## config.mk

```make
export PLATFORM = sky130hd
export DESIGN_NAME = edo_read_seq
export DESIGN_NICKNAME = d
export VERILOG_FILES = /design/src/rtl/edo_seq_pkg.sv /design/src/rtl/edo_phase_len.sv /design/src/rtl/edo_page_cmp.sv /design/src/rtl/edo_read_seq.sv
export SDC_FILE = /design/constraint.sdc
export NUM_CORES = 1
export LEC_CHECK = 0
export ABC_AREA = 1
export ABC_CLOCK_PERIOD_IN_PS = 1600
export BUFFER_PORTS_ARGS = -buffer_cell sky130_fd_sc_hd__clkbuf_2
export CAP_MARGIN = 0
export CORE_MARGIN = 8
export CORE_UTILIZATION = 40
export CTS_BUF_LIST = sky130_fd_sc_hd__clkbuf_2 sky130_fd_sc_hd__clkbuf_4 sky130_fd_sc_hd__clkbuf_8
export CTS_CLUSTER_DIAMETER = 40
export DETAILED_ROUTE_END_ITERATION = 12
export PLACE_DENSITY = 0.61
export SETUP_SLACK_MARGIN = 0.02
export SLEW_MARGIN = 10
export SYNTH_ARGS = -nofsm -noshare
export SYNTH_HDL_FRONTEND = slang
export SYNTH_SLANG_ARGS = --single-unit
```

## constraint.sdc

```tcl
create_clock -name clk -period 1.6 [get_ports clk]
set_input_delay 0.16 -clock clk [delete_from_list [all_inputs] [get_ports clk]]
set_output_delay 0.16 -clock clk [all_outputs]
set_load 0.02 [all_outputs]
```

## src/rtl/edo_seq_pkg.sv

```systemverilog
package edo_seq_pkg;

    localparam int WAIT_W = 2;
    localparam int CNT_W  = WAIT_W + 1;

    typedef enum logic [2:0] {
        ST_IDLE,
        ST_PRE,
        ST_ROWH,
        ST_COLS,
        ST_CASL,
        ST_CASH,
        ST_TURN
    } seq_st_e;

    typedef struct packed {
        logic [WAIT_W-1:0] prech;
        logic [WAIT_W-1:0] rowhold;
        logic [WAIT_W-1:0] access;
        logic [WAIT_W-1:0] casprech;
        logic [WAIT_W-1:0] idle;
    } wait_set_t;

    typedef struct packed {
        logic [CNT_W-1:0] pre_last;
        logic [CNT_W-1:0] rowh_last;
        logic [CNT_W-1:0] casl_last;
        logic [CNT_W-1:0] cash_last;
        logic             cash_skip;
        logic [CNT_W-1:0] turn_last;
    } phase_len_t;

endpackage

```

## src/rtl/edo_phase_len.sv

```systemverilog
module edo_phase_len
    import edo_seq_pkg::*;
(
    input  wait_set_t  waits,
    output phase_len_t len
);
    // A phase of 1+2w ticks loads 2w into a down-counter that ends at zero.
    always_comb begin
        len.pre_last  = {waits.prech, 1'b0};
        len.rowh_last = {waits.rowhold, 1'b0};
        len.casl_last = {waits.access, 1'b0};
        len.cash_skip = (waits.casprech == '0);
        len.cash_last = {waits.casprech, 1'b0} - CNT_W'(1);
        len.turn_last = {waits.idle, 1'b0};
    end
endmodule

```

## src/rtl/edo_page_cmp.sv

```systemverilog
module edo_page_cmp #(
    parameter int ROW_W = 10
) (
    input  logic             row_open,
    input  logic [ROW_W-1:0] open_row,
    input  logic [ROW_W-1:0] req_row,
    output logic             page_hit
);
    always_comb begin
        page_hit = row_open && (open_row == req_row);
    end
endmodule

```

## src/rtl/edo_read_seq.sv

```systemverilog
module edo_read_seq
    import edo_seq_pkg::*;
#(
    parameter int ROW_W  = 10,
    parameter int COL_W  = 9,
    parameter int DATA_W = 16
) (
    input  logic                   clk,
    input  logic                   rst_n,
    input  logic                   req_valid,
    output logic                   req_ready,
    input  logic                   req_write,
    input  logic [ROW_W+COL_W-1:0] req_addr,
    input  logic [WAIT_W-1:0]      cfg_prech,
    input  logic [WAIT_W-1:0]      cfg_rowhold,
    input  logic [WAIT_W-1:0]      cfg_access,
    input  logic [WAIT_W-1:0]      cfg_casprech,
    input  logic [WAIT_W-1:0]      cfg_idle,
    output logic                   rsp_valid,
    output logic [DATA_W-1:0]      rsp_data,
    output logic                   dram_ras_n,
    output logic                   dram_cas_n,
    output logic                   dram_oe_n,
    output logic                   dram_we_n,
    output logic [ROW_W-1:0]       dram_ma,
    input  logic [DATA_W-1:0]      dram_dq
);
    localparam int ADDR_W = ROW_W + COL_W;
    localparam int MA_W   = ROW_W;

    typedef struct packed {
        seq_st_e           st;
        logic [CNT_W-1:0]  cnt;
        wait_set_t         w;
        logic              open;
        logic [ROW_W-1:0]  row;
        logic [COL_W-1:0]  col;
        logic              ras_n;
        logic              cas_n;
        logic              oe_n;
        logic [MA_W-1:0]   ma;
        logic              rsp_v;
        logic [DATA_W-1:0] rdata;
    } regs_t;

    regs_t r_d, r_q;

    wait_set_t  cfg_w;
    phase_len_t cfg_len, lat_len;
    logic       page_hit;

    logic [ROW_W-1:0] req_row;
    logic [COL_W-1:0] req_col;

    assign req_row = req_addr[ADDR_W-1:COL_W];
    assign req_col = req_addr[COL_W-1:0];

    always_comb begin
        cfg_w.prech    = cfg_prech;
        cfg_w.rowhold  = cfg_rowhold;
        cfg_w.access   = cfg_access;
        cfg_w.casprech = cfg_casprech;
        cfg_w.idle     = cfg_idle;
    end

    edo_phase_len u_len_cfg (.waits(cfg_w), .len(cfg_len));
    edo_phase_len u_len_lat (.waits(r_q.w), .len(lat_len));

    edo_page_cmp #(.ROW_W(ROW_W)) u_page (
        .row_open (r_q.open),
        .open_row (r_q.row),
        .req_row  (req_row),
        .page_hit (page_hit)
    );

    always_comb begin
        r_d       = r_q;
        r_d.rsp_v = 1'b0;
        case (r_q.st)
            ST_IDLE: begin
                if (req_valid) begin
                    r_d.w = cfg_w;
                    if (req_write) begin
                        if (!r_q.oe_n) begin
                            r_d.st   = ST_TURN;
                            r_d.oe_n = 1'b1;
                            r_d.cnt  = cfg_len.turn_last;
                        end else begin
                            r_d.rsp_v = 1'b1;
                        end
                    end else begin
                        r_d.col = req_col;
                        if (page_hit) begin
                            r_d.st   = ST_COLS;
                            r_d.ma   = MA_W'(req_col);
                            r_d.oe_n = 1'b0;
                            r_d.cnt  = '0;
                        end else begin
                            r_d.st    = ST_PRE;
                            r_d.ras_n = 1'b1;
                            r_d.oe_n  = 1'b1;
                            r_d.ma    = req_row;
                            r_d.row   = req_row;
                            r_d.open  = 1'b1;
                            r_d.cnt   = cfg_len.pre_last;
                        end
                    end
                end
            end
            ST_PRE: begin
                if (r_q.cnt == '0) begin
                    r_d.st    = ST_ROWH;
                    r_d.ras_n = 1'b0;
                    r_d.cnt   = lat_len.rowh_last;
                end else begin
                    r_d.cnt = r_q.cnt - CNT_W'(1);
                end
            end
            ST_ROWH: begin
                if (r_q.cnt == '0) begin
                    r_d.st   = ST_COLS;
                    r_d.ma   = MA_W'(r_q.col);
                    r_d.oe_n = 1'b0;
                end else begin
                    r_d.cnt = r_q.cnt - CNT_W'(1);
                end
            end
            ST_COLS: begin
                r_d.st    = ST_CASL;
                r_d.cas_n = 1'b0;
                r_d.cnt   = lat_len.casl_last;
            end
            ST_CASL: begin
                if (r_q.cnt == '0) begin
                    r_d.cas_n = 1'b1;
                    r_d.rsp_v = 1'b1;
                    r_d.rdata = dram_dq;
                    if (lat_len.cash_skip) begin
                        r_d.st = ST_IDLE;
                    end else begin
                        r_d.st  = ST_CASH;
                        r_d.cnt = lat_len.cash_last;
                    end
                end else begin
                    r_d.cnt = r_q.cnt - CNT_W'(1);
                end
            end
            ST_CASH: begin
                if (r_q.cnt == '0) begin
                    r_d.st = ST_IDLE;
                end else begin
                    r_d.cnt = r_q.cnt - CNT_W'(1);
                end
            end
            ST_TURN: begin
                if (r_q.cnt == '0) begin
                    r_d.st    = ST_IDLE;
                    r_d.rsp_v = 1'b1;
                end else begin
                    r_d.cnt = r_q.cnt - CNT_W'(1);
                end
            end
            default: r_d.st = ST_IDLE;
        endcase
    end

    always_ff @(posedge clk or negedge rst_n) begin
        if (!rst_n) begin
            r_q       <= '0;
            r_q.ras_n <= 1'b1;
            r_q.cas_n <= 1'b1;
            r_q.oe_n  <= 1'b1;
        end else begin
            r_q <= r_d;
        end
    end

    assign req_ready  = (r_q.st == ST_IDLE);
    assign rsp_valid  = r_q.rsp_v;
    assign rsp_data   = r_q.rdata;
    assign dram_ras_n = r_q.ras_n;
    assign dram_cas_n = r_q.cas_n;
    assign dram_oe_n  = r_q.oe_n;
    assign dram_we_n  = 1'b1;
    assign dram_ma    = r_q.ma;

    // Strobe-width monitors, independent of the sequencer counter.
    logic [3:0] cas_lo_cnt;
    logic [7:0] ras_hi_cnt;

    always_ff @(posedge clk or negedge rst_n) begin
        if (!rst_n) begin
            cas_lo_cnt <= '0;
            ras_hi_cnt <= '0;
        end else begin
            if (!dram_cas_n) begin
                if (cas_lo_cnt != 4'hF) cas_lo_cnt <= cas_lo_cnt + 4'd1;
            end else begin
                cas_lo_cnt <= '0;
            end
            if (dram_ras_n) begin
                if (ras_hi_cnt != 8'hFF) ras_hi_cnt <= ras_hi_cnt + 8'd1;
            end else begin
                ras_hi_cnt <= '0;
            end
        end
    end

    p_cas_width_r4: assert property (@(posedge clk) disable iff (!rst_n)
        $rose(dram_cas_n) |-> (cas_lo_cnt == 4'(1 + 2 * r_q.w.access)));

    p_prech_width_r2: assert property (@(posedge clk) disable iff (!rst_n)
        $fell(dram_ras_n) |-> (ras_hi_cnt >= 8'(1 + 2 * r_q.w.prech)));

    p_row_setup_r2: assert property (@(posedge clk) disable iff (!rst_n)
        $fell(dram_ras_n) |-> $stable(dram_ma));

    p_col_setup_r3: assert property (@(posedge clk) disable iff (!rst_n)
        $fell(dram_cas_n) |-> $stable(dram_ma));

    p_cas_under_ras_r11: assert property (@(posedge clk) disable iff (!rst_n)
        !dram_cas_n |-> !dram_ras_n);

    p_col_hold_r4: assert property (@(posedge clk) disable iff (!rst_n)
        (!dram_cas_n && !$rose(dram_cas_n)) |=> $stable(dram_ma));

endmodule

```

==> results.sh <==
export IMPL_nets=564
export IMPL_pwr_share_clk_pct=16.2
export IMPL_dieArea_mm2=0.0119
export IMPL_synth_seq_area_share_pct=45.0
export IMPL_place_hpwl_mm=6.00
export IMPL_fmax_mhz=656
export IMPL_area_growth_pct=23.4
export IMPL_grt_max_degree=63
export IMPL_fin_area_mm2=0.00426
export IMPL_cap_viol_max_count=0
export IMPL_synth_top_area_cell="dfrtp_1"
export IMPL_powerDensity_mw_per_mm2=1940
export IMPL_cts_sinks=62
export IMPL_required_ns=1.83
export IMPL_startpoint="r_q[64]"
export IMPL_grt_total_usage_pct=14.4
export IMPL_cp_start_kind="flip-flop"
export IMPL_synth_ff_latch_count=62
export IMPL_syn_num_nets=488
export IMPL_initialDrtViolationCount=91
export IMPL_peakVddDrop_uv=773
export IMPL_drive_gt1_share_pct=36.6
export IMPL_fin_util_pct=49.8
export IMPL_vias_per_cell=4.71
export IMPL_cts_clk_slew_worst_paths_ns=0.07
export IMPL_drt_antenna_violating_nets=0
export IMPL_syn_area_mm2=0.00345
export IMPL_cts_buffers=9
export IMPL_hold_depth=3
export IMPL_avgSynthCellArea_um2=7.92
export IMPL_rsz0062_at_grt="yes"
export IMPL_gp_congestion=0.824
export IMPL_hp_start="dram_dq[15]"
export IMPL_finalSetupTns_ns=0
export IMPL_synthCells=436
export IMPL_grt_pass1_vias=2849
export IMPL_power_frac_seq_pct=33.8
export IMPL_synth_top_area_share_pct=42.8
export IMPL_core_mm2=0.00855
export IMPL_cp_max_fo=23
export IMPL_grt_pass1_wl_mm=13.5
export IMPL_placed_cell_area_mm2=0.00386
export IMPL_cts_tree="done"
export IMPL_cts_max_path_buffers=2
export IMPL_post_drt_wl_per_cell_um=13.3
export IMPL_die_w_um=109
export IMPL_p_comb_share_pct=50.0
export IMPL_cp_arrival_ns=1.75
export IMPL_htreeDepth=3
export IMPL_leakage_nw=2.34
export IMPL_setup_violations=0
export IMPL_fin_crit_ns=1.52
export IMPL_overflow=0
export IMPL_ys_warnings_count=0
export IMPL_routed_wl_mm=8.33
export IMPL_finalHoldViolations=0
export IMPL_antenna_cells=0
export IMPL_crit_type="reg -> reg"
export IMPL_r2r_start="r_q[64]"
export IMPL_fin_crit_sh_pct=95.2
export IMPL_vias=2942
export IMPL_dp_slack_ns=-0.00711
export IMPL_first_pass_iters=4
export IMPL_internal_power_mw=4.69
export IMPL_io_pin_count=81
export IMPL_initial_core_util_pct=40.4
export IMPL_io_buffers=79
export IMPL_synth_area_leaders="dfrtp_1 43%, nand2_1 15%, buf_4 6.1%, inv_1 6.0%, nand3_1 3.6%"
export IMPL_power_switching_mw=3.58
export IMPL_setup_ws_ns=0.0766
export IMPL_sw_frac_of_total_pct=43.3
export IMPL_drc=0
export IMPL_hp_class="in -> reg"
export IMPL_clock_latency_ns=0.34
export IMPL_die_h_um=109
export IMPL_reg2reg_depth=9
export IMPL_grt_antenna_before_repair=0
export IMPL_rows=34
export IMPL_root_buffer="clkbuf_8"
export IMPL_ys_types=37
export IMPL_clock_skew_ns=0.00910
export IMPL_finalMaxSlewViolations=0
export IMPL_status="complete, no violations"
export IMPL_worst_setup_path_end_kind="flip-flop"
## timing repair
action / in CTS / in global routing
hold buffers: 1 / 0
endpoints found under the setup margin: 8 / 25
pin swaps: 1 / 11
endpoints found under the hold margin: 59 / 0
resized for setup: 5 / 39
setup buffers: 2 / 5
gates cloned: 1 / 0
## final timing paths
path / to / slack (ns)
min in group asynchronous: rsp_data[0] / 0.36
max: r_q[39] / 0.08
max reg2reg: r_q[39] / 0.08
min: rsp_data[15] / 0.02
max in group asynchronous: dram_cas_n / 0.91
min reg2reg: r_q[49] / 0.45
## layout make-up
type / instances / area (um^2)
clock buffer: 11 / 139
clock inverter: 5 / 50.0
fill: 857 / 4290
inverter: 62 / 238
multi-input combinational: 275 / 1530
sequential: 62 / 1560
tap: 108 / 135
timing repair buffer: 102 / 616
## metal layers
metal	share of wire (%)	vias to the layer above	track usage, %
met5	0	-	0
met4	1.0	0	4.40
met3	7.2	9	4.26
met2	49	79	24.4
met1	42	1374	17.4
li1	-	1480	-
## synth_stat cells, drive strengths merged
| cell type | instances |
|---|---|
| and3 | 1 |
| xnor2 | 1 |
| o21ai | 31 |
| nor2 | 29 |
| and2 | 1 |
| nand3 | 26 |
| a22oi | 9 |
| nand3b | 1 |
| o22ai | 1 |
| nand4 | 1 |
| dfstp | 3 |
| o211ai | 1 |
| o31ai | 3 |
| nand2 | 148 |
| clkbuf | 3 |
| conb | 1 |
| nor3 | 1 |
| dfrtp | 59 |
| a21oi | 15 |
| buf | 35 |
| a211oi | 1 |
| ha | 3 |
| inv | 62 |
## critical path: stages, from the launching register on
cell     delay (ns)
dfrtp_2        0.44
nor2_4         0.18
nand2_4        0.13
nor2_8         0.13
inv_6          0.06
nor2_8         0.10
nand2_2        0.08
buf_12         0.17
nand2_1        0.07
o21ai_1        0.06
## power by group through the flow
stage / Clock, mW / Combinational (mW) / Sequential, mW
2_1_floorplan: 0 / 3.16 / 2.77
3_3_place_gp: 0 / 3.72 / 2.78
3_5_place_dp: 0 / 3.80 / 2.80
4_1_cts: 1.39 / 3.94 / 2.78
5_1_grt: 1.46 / 4.59 / 2.88
6_report: 1.34 / 4.13 / 2.80
## layout by cell type, fill, tap and decap left out, types with 3 or more instances in the layout
cell,synthesis,final
nand2_1,142,127
clkbuf_2,0,79
dfrtp_1,59,57
inv_1,55,51
nand3_1,25,22
nor2_1,21,18
nand2_2,3,17
o21ai_1,15,17
buf_4,28,17
a21oi_1,14,12
inv_2,6,10
clkbuf_8,0,9
o21ai_0,10,8
nor2_2,4,6
o21ai_2,6,6
a22oi_2,2,5
nand2_4,3,4
a22oi_1,7,4
clkinv_2,0,4
o31ai_1,3,3
nor2_8,3,3
nand3_2,0,3
dfstp_2,3,3
buf_12,0,3
## sequential cells by signal, indices dropped and copies added, names as in the netlist
name        count
rsp_data       16
dram_cas_n      1
r_q            32
rsp_valid       1
dram_ras_n      1
dram_ma        10
dram_oe_n       1
## stage by stage
stage	hold slack, ns	cells	power, mW
6_report	0.0208	625	8.27
4_1_cts	0.00995	620	8.11
2_1_floorplan	-0.136	436	5.93
3_5_place_dp	0.201	600	6.60
5_1_grt	0.0102	625	8.94
3_3_place_gp	0.206	600	6.50
## cells by family after synthesis
group	count (synthesis)	share of synthesized area [%]
AO/OA/AOI/OAI	61	10.9
flip-flops	62	45.0
AND/OR/NAND/NOR	208	27.8
buffers and inverters	100	14.8
XOR/XNOR	1	0.254
adder cells (fa/ha/maj)	3	1.09
other	1	0.109
Note: power is estimated with default switching activity, not from simulation.
